## src/rtl/avs_pkg.sv

```systemverilog
package avs_pkg;
  localparam int WORD_W = 32;
  localparam int BODY_W = 29;
  localparam int CRC_W  = 3;

  typedef enum logic [1:0] {ST_IDLE, ST_TX, ST_GAP, ST_RX} avs_state_e;

  // Serial remainder of body*x^3 modulo x^3+x+1, MSB first.
  function automatic logic [CRC_W-1:0] avs_crc3(input logic [BODY_W-1:0] body);
    logic [CRC_W-1:0] r;
    logic fb;
    r = '0;
    for (int i = BODY_W - 1; i >= 0; i--) begin
      fb = body[i] ^ r[2];
      r  = {r[1], r[0] ^ fb, fb};
    end
    return r;
  endfunction

  function automatic logic [WORD_W-1:0] avs_cmd_word(input logic [3:0] dtype,
                                                     input logic [3:0] rail);
    logic [BODY_W-1:0] body;
    body = {2'b01, 2'b11, 1'b0, dtype, rail, 16'hFFFF};
    return {body, avs_crc3(body)};
  endfunction
endpackage

```

## src/rtl/avs_tick_gen.sv

```systemverilog
module avs_tick_gen #(
  parameter int DIV_W = 10
) (
  input  logic             clk,
  input  logic             rst_n,
  input  logic             run,
  input  logic [DIV_W-1:0] div_q,
  output logic             tick
);
  localparam int CNT_W = DIV_W + 3;

  logic [CNT_W-1:0] cnt;
  logic [CNT_W-1:0] half_m1;

  // half period = (div+1)*4 system clocks
  assign half_m1 = {1'b0, div_q, 2'b11};
  assign tick    = run && (cnt == half_m1);

  always_ff @(posedge clk or negedge rst_n) begin
    if (!rst_n)      cnt <= '0;
    else if (!run)   cnt <= '0;
    else if (tick)   cnt <= '0;
    else             cnt <= cnt + 1'b1;
  end


  tick_spacing_chk: assert property (@(posedge clk) disable iff (!rst_n)
    tick |=> !tick);
endmodule

```

## src/rtl/avs_sticky.sv

```systemverilog
module avs_sticky (
  input  logic clk,
  input  logic rst_n,
  input  logic set_i,
  input  logic clr_i,
  output logic err_o
);
  always_ff @(posedge clk or negedge rst_n) begin
    if (!rst_n)     err_o <= 1'b0;
    else if (set_i) err_o <= 1'b1;
    else if (clr_i) err_o <= 1'b0;
  end


  err_set_chk: assert property (@(posedge clk) disable iff (!rst_n)
    set_i |=> err_o);

  err_clr_chk: assert property (@(posedge clk) disable iff (!rst_n)
    (clr_i && !set_i) |=> !err_o);
endmodule

```

## src/rtl/avs_frame_seq.sv

```systemverilog
module avs_frame_seq
  import avs_pkg::*;
#(
  parameter int DIV_W = 10
) (
  input  logic              clk,
  input  logic              rst_n,
  input  logic              start_i,
  input  logic [3:0]        dtype_i,
  input  logic [3:0]        rail_i,
  input  logic [DIV_W-1:0]  div_i,
  input  logic              tick_i,
  input  logic              miso_i,
  output logic [DIV_W-1:0]  div_q,
  output logic              busy_o,
  output logic              frame_done_o,
  output logic [WORD_W-1:0] resp_o,
  output logic              sclk_o,
  output logic              mosi_o,
  output logic              cs_n_o
);
  localparam int BIT_W = $clog2(WORD_W);
  localparam logic [BIT_W-1:0] LAST_BIT = BIT_W'(WORD_W - 1);

  avs_state_e        state;
  logic [WORD_W-1:0] tx_sh;
  logic [WORD_W-1:0] rx_sh;
  logic [BIT_W-1:0]  bit_cnt;
  logic              fall_evt;
  logic              rise_evt;

  assign busy_o       = (state != ST_IDLE);
  assign rise_evt     = tick_i && !sclk_o;
  assign fall_evt     = tick_i && sclk_o;
  assign frame_done_o = (state == ST_RX) && fall_evt && (bit_cnt == LAST_BIT);

  always_ff @(posedge clk or negedge rst_n) begin
    if (!rst_n) begin
      state   <= ST_IDLE;
      tx_sh   <= '0;
      rx_sh   <= '0;
      bit_cnt <= '0;
      resp_o  <= '0;
      div_q   <= '0;
      sclk_o  <= 1'b0;
      mosi_o  <= 1'b0;
      cs_n_o  <= 1'b1;
    end else begin
      unique case (state)
        ST_IDLE: if (start_i) begin
          tx_sh   <= avs_cmd_word(dtype_i, rail_i);
          div_q   <= div_i;
          bit_cnt <= '0;
          cs_n_o  <= 1'b0;
          state   <= ST_TX;
        end
        ST_TX: if (rise_evt) begin
          sclk_o <= 1'b1;
          mosi_o <= tx_sh[WORD_W-1];
          tx_sh  <= {tx_sh[WORD_W-2:0], 1'b0};
        end else if (fall_evt) begin
          sclk_o <= 1'b0;
          if (bit_cnt == LAST_BIT) begin
            bit_cnt <= '0;
            state   <= ST_GAP;
          end else begin
            bit_cnt <= bit_cnt + 1'b1;
          end
        end
        ST_GAP: if (tick_i) begin
          if (bit_cnt == BIT_W'(1)) begin
            bit_cnt <= '0;
            state   <= ST_RX;
          end else begin
            bit_cnt <= bit_cnt + 1'b1;
          end
        end
        ST_RX: if (rise_evt) begin
          sclk_o <= 1'b1;
          mosi_o <= 1'b0;
        end else if (fall_evt) begin
          sclk_o <= 1'b0;
          rx_sh  <= {rx_sh[WORD_W-2:0], miso_i};
          if (bit_cnt == LAST_BIT) begin
            resp_o  <= {rx_sh[WORD_W-2:0], miso_i};
            bit_cnt <= '0;
            cs_n_o  <= 1'b1;
            state   <= ST_IDLE;
          end else begin
            bit_cnt <= bit_cnt + 1'b1;
          end
        end
        default: state <= ST_IDLE;
      endcase
    end
  end


  resp_hold_chk: assert property (@(posedge clk) disable iff (!rst_n)
    !frame_done_o |=> $stable(resp_o));

  cs_busy_chk: assert property (@(posedge clk) disable iff (!rst_n)
    busy_o == !cs_n_o);

  sclk_idle_chk: assert property (@(posedge clk) disable iff (!rst_n)
    !busy_o |-> !sclk_o);

  mosi_edge_chk: assert property (@(posedge clk) disable iff (!rst_n)
    !$stable(mosi_o) |-> $rose(sclk_o));

  gap_low_chk: assert property (@(posedge clk) disable iff (!rst_n)
    (state == ST_GAP) |-> !sclk_o);
endmodule

```

## src/rtl/avs_frame_master.sv

```systemverilog
module avs_frame_master
  import avs_pkg::*;
#(
  parameter int DIV_W = 10
) (
  input  logic              clk,
  input  logic              rst_n,
  input  logic [DIV_W-1:0]  div_i,
  input  logic              wr_stb_i,
  input  logic [3:0]        dtype_i,
  input  logic [3:0]        rail_i,
  input  logic              clr_sticky_i,
  input  logic              miso_i,
  output logic              busy_o,
  output logic              err_o,
  output logic [WORD_W-1:0] resp_o,
  output logic              sclk_o,
  output logic              mosi_o,
  output logic              cs_n_o
);
  logic             start;
  logic             wr_busy;
  logic             tick;
  logic             frame_done;
  logic [DIV_W-1:0] div_q;

  assign start   = wr_stb_i && !busy_o;
  assign wr_busy = wr_stb_i && busy_o;

  avs_tick_gen #(.DIV_W(DIV_W)) u_tick (
    .clk   (clk),
    .rst_n (rst_n),
    .run   (busy_o),
    .div_q (div_q),
    .tick  (tick)
  );

  avs_frame_seq #(.DIV_W(DIV_W)) u_seq (
    .clk          (clk),
    .rst_n        (rst_n),
    .start_i      (start),
    .dtype_i      (dtype_i),
    .rail_i       (rail_i),
    .div_i        (div_i),
    .tick_i       (tick),
    .miso_i       (miso_i),
    .div_q        (div_q),
    .busy_o       (busy_o),
    .frame_done_o (frame_done),
    .resp_o       (resp_o),
    .sclk_o       (sclk_o),
    .mosi_o       (mosi_o),
    .cs_n_o       (cs_n_o)
  );

  avs_sticky u_sticky (
    .clk   (clk),
    .rst_n (rst_n),
    .set_i (wr_busy),
    .clr_i (clr_sticky_i),
    .err_o (err_o)
  );


  busy_end_chk: assert property (@(posedge clk) disable iff (!rst_n)
    frame_done |=> !busy_o);

  busy_start_chk: assert property (@(posedge clk) disable iff (!rst_n)
    start |=> busy_o);
endmodule

```

## config.mk

```make
export PLATFORM = sky130hd
export DESIGN_NAME = avs_frame_master
export DESIGN_NICKNAME = d
export VERILOG_FILES = /design/src/rtl/avs_pkg.sv /design/src/rtl/avs_tick_gen.sv /design/src/rtl/avs_sticky.sv /design/src/rtl/avs_frame_seq.sv /design/src/rtl/avs_frame_master.sv
export SDC_FILE = /design/constraint.sdc
export NUM_CORES = 1
export LEC_CHECK = 0
export BUFFER_PORTS_ARGS = -buffer_cell sky130_fd_sc_hd__buf_2
export CAP_MARGIN = 30
export CORE_AREA = 2 2 122 124
export DETAILED_ROUTE_END_ITERATION = 16
export DIE_AREA = 0 0 124 126
export PLACE_DENSITY = 0.67
export SYNTH_ARGS = -nofsm -noshare
export SYNTH_HDL_FRONTEND = slang
export SYNTH_SLANG_ARGS = --single-unit
```

## constraint.sdc

```tcl
create_clock -name clk -period 2.3 [get_ports clk]
set_input_delay 0.345 -clock clk [delete_from_list [all_inputs] [get_ports clk]]
set_output_delay 0.345 -clock clk [all_outputs]
set_load 0.05 [all_outputs]
```

==> impl_metrics.py <==
metrics = {
    "route": {
        "drc": 0,
        "avgRoutedWirePerCell_um": 14.76,
        "drt_iter0_drc": 181,
        "first_pass_iters": 4,
        "route.vias.total": 3570,
        "via_per_inst": 4.897,
        "totalWireLength_mm": 10.76,
        "ant_nets": 0,
    },
    "timing": {
        "slew_headroom_pct": 58.50,
        "skew_ps": 12.77,
        "max_freq_mhz": 443.1,
        "fin_crit_ps": 2257,
        "tightest_slew_ps": 622.5,
        "hold_violations": 0,
        "rsz0062_at_grt": "true",
        "setup_viol": 0,
        "worst_slack_ps": 42.97,
        "period_share_pct": 98.13,
        "drv_slew": 0,
    },
    "synth": {
        "syn_area_mm2": 0.005630,
        "synthCells": 443,
        "async_flop_share_pct": 100.0,
        "synth_top_cell_by_area": "dfrtp_1",
        "synth_fa_ha_area_share_pct": 2.000,
        "synth_xor_xnor_area_share_pct": 4.667,
        "synth_top_cell_area_share_pct": 56.89,
        "ys_seq_elements": 129,
        "synth-seq-area-share_pct": 57.36,
        "synth-edff-count": 0,
        "ys_types": 40,
        "synth_area_leaders": "dfrtp_1, mux2_2, mux2_4, xnor2_1, o21ai_0",
        "synthTopCellsByCount": "dfrtp_1, mux2_2, o21ai_0, nor2_1, inv_1",
        "yosys.area_share.simple_pct": 6.311,
        "synth_top_family_by_area": "multiplexers",
        "synth_most_common_cell": "dfrtp_1",
        "muxShareOfSynthArea_pct": 18.93,
        "synth_nets": 475,
        "yosysWarnings": 0,
        "synthFlopType": "dfrtp_1",
        "syn-mean-instance-area_um2": 12.71,
        "synth_compound_area_share_pct": 6.711,
    },
    "place": {
        "place_congestion": 0.8314,
        "io_buffers": 59,
        "place_ws_ps": -41.71,
        "dp_hpwl_mm": 6.734,
    },
    "clock_tree": {
        "path_clk_slew_ps": 60,
        "ctsRootBufferMaster": "clkbuf_16",
        "cts_made_buffers": 17,
        "clock_sinks": 129,
        "clock_latency_ps": 420,
        "cts_buffer_depth": 2,
        "cts_tree": "done",
        "cts_max_level": 4,
    },
    "floorplanning": {
        "die_y_um": 126,
        "fp-row-count": 44,
        "die-area_mm2": 0.01562,
        "boundaryPins": 60,
        "fp.coreArea_mm2": 0.01431,
        "start_util_pct": 39.34,
        "die_w_um": 124,
    },
    "layout": {
        "synthToLayoutAreaGrowth_pct": 25.89,
        "final_nets": 564,
        "num_antenna_cells": 0,
        "final_layout_size_suffix_gt1_share_pct": 38.53,
        "nFillCells": 1296,
    },
    "grt": {
        "grt_pass1_wl_mm": 17.37,
        "grt_start_max_net_pins": 52,
        "gr-total-overflow": 0,
        "first_global_vias": 3582,
        "grtUsageTotal_pct": 14.33,
        "antenna_found_initial": 0,
    },
    "power_and_ir_drop": {
        "p_sw_share_pct": 20.36,
        "irDropWorstVdd_uv": 423.1,
        "p_switching_mw": 1.031,
        "power_frac_comb_pct": 2.3,
        "seqPwrFrac_pct": 44.9,
        "clockPowerShare_pct": 52.8,
        "p_per_area_mw_per_mm2": 714.4,
        "power_mw": 5.064,
        "p_int_mw": 4.033,
        "leakage_nw": 3.644,
    },
    "setup_path": {
        "arrival_ps": 2560,
        "crit_required_ps": 2600,
        "cpPeakStageDelay_ps": 410,
        "cp_slowest_cell": "dfrtp_1",
        "crit_path_start_kind": "flop",
        "crit_path_end_kind": "flop",
        "cp_max_fo": 8,
        "crit_type": "reg -> reg",
        "crit_chain": "xnor2_1 -> nand4_1 -> buf_4 -> nor3_4 -> and3_4 -> nand2_4 -> clkbuf_16 -> buf_12 -> mux2_4",
    },
    "hold_path": {
        "min_path_type": "in -> reg",
    },
    "status": {
        "run_status": "complete, no violations",
    },
    "flow_run": {
        "maxCapViolations": 0,
    },
}
==> cell usage in the layout, fill, tap and decap left out, drive strengths merged <==
cell type	netlist	layout
o41ai	3	3
nand4	2	2
mux2	77	77
mux2i	9	9
inv	32	32
and3	7	7
or2	1	1
nor2	34	34
nand3	10	10
nor3	2	2
o311ai	1	1
ha	9	9
xor2	7	7
o31ai	1	1
xnor2	23	23
a41o	1	1
a22o	1	1
dfrtp	128	128
dlygate4sd3	0	1
nor4	1	1
dfstp	1	1
o2bb2ai	1	1
nand2b	3	3
o22ai	1	1
bufinv	0	3
nand2	13	13
nor3b	1	1
o21a	1	1
clkinv	0	5
a31oi	4	4
a21oi	12	12
o21ai	38	38
clkinvlp	0	3
clkbuf	8	23
buf	11	86
==> sequential cells by signal, indices dropped and copies added, names as in the netlist <==
name,count
u_seq.state,2
u_seq.rx_sh,31
u_seq.div_q,10
u_seq.resp_o,32
u_sticky.err_o,1
u_seq.sclk_o,1
u_tick.cnt,13
u_seq.tx_sh,32
u_seq.bit_cnt,5
u_seq.mosi_o,1
u_seq.cs_n_o,1
==> critical path, delay by kind of cell (launching register included) <==
kind	cells	cell delay, ps
AND/OR/NAND/NOR	4	670
XOR/XNOR	1	250
flip-flops	1	410
buffers and inverters	3	530
multiplexers	1	290
==> power groups by stage <==
stage | registers [mW] | clock network, mW | logic, mW
final | 2.27 | 2.67 | 0.115
after global routing | 2.27 | 2.85 | 0.133
after CTS | 2.27 | 2.74 | 0.121
after detailed placement | 2.31 | 0 | 0.119
after global placement | 2.31 | 0 | 0.117
after floorplan | 2.32 | 0 | 0.0265
==> cell type report <==
type	count	area [um2]	area share [%]
multi-input combinational	263	2265	31.95
tap	184	230.2	3.248
inverter	32	120.1	1.695
sequential	129	3229	45.56
timing repair buffer	89	655.6	9.250
clock inverter	11	137.6	1.942
clock buffer	21	450.4	6.355
==> path summary, 6_finish.rpt <==
check | from | to | slack (ps) | cells after the start
worst min register to register | u_tick.cnt[0] | u_tick.cnt[0] | 480 | 1
min in group asynchronous | rst_n | u_seq.resp_o[16] | 500 | 2
worst min-delay path | div_i[0] | u_seq.div_q[0] | 160 | 2
worst max register to register | u_tick.cnt[4] | u_seq.resp_o[16] | 40 | 9
worst max-delay path | u_tick.cnt[4] | u_seq.resp_o[16] | 40 | 9
max in group asynchronous | rst_n | u_seq.cs_n_o | 1060 | 3
==> cell families after synthesis <==
| logic type | after synthesis |
|---|---|
| xor+xnor | 30 |
| buf+inv | 51 |
| mux | 86 |
| fa+ha+maj | 9 |
| simple gates | 74 |
| compound gates | 64 |
| flops | 129 |
==> through the flow <==
stage	util, %	hold slack, ps	std cells	TNS, ps	cell area, um2
2_1_floorplan	-	49.41	443	0	5630
3_3_place_gp	43.40	388.5	680	0	6212
3_5_place_dp	43.40	405.5	680	-1602	6212
4_1_cts	47.59	136.9	713	0	6812
5_1_grt	49.52	142.7	729	-332.0	7088
6_report	49.52	162.4	729	0	7088
==> routing by layer <==
metal | vias up | routed length [um] | global-route usage (%)
met4 | 0 | 113 | 5.354
met3 | 11 | 444 | 4.891
met1 | 1791 | 5009 | 18.96
li1 | 1697 | - | -
met2 | 71 | 5189 | 21.75
met5 | - | 0 | 0
==> timing repair <==
| action | 4_1_cts | 5_1_grt |
|---|---|---|
| hold endpoints to repair | 44 | 0 |
| pin swaps | 1 | 3 |
| endpoints found under the setup margin | 63 | 102 |
| setup buffers | 0 | 14 |
| hold buffers | 1 | 0 |
| resized for setup | 1 | 21 |
| gates cloned | 0 | 2 |
Note: power is estimated with default switching activity, not from simulation.
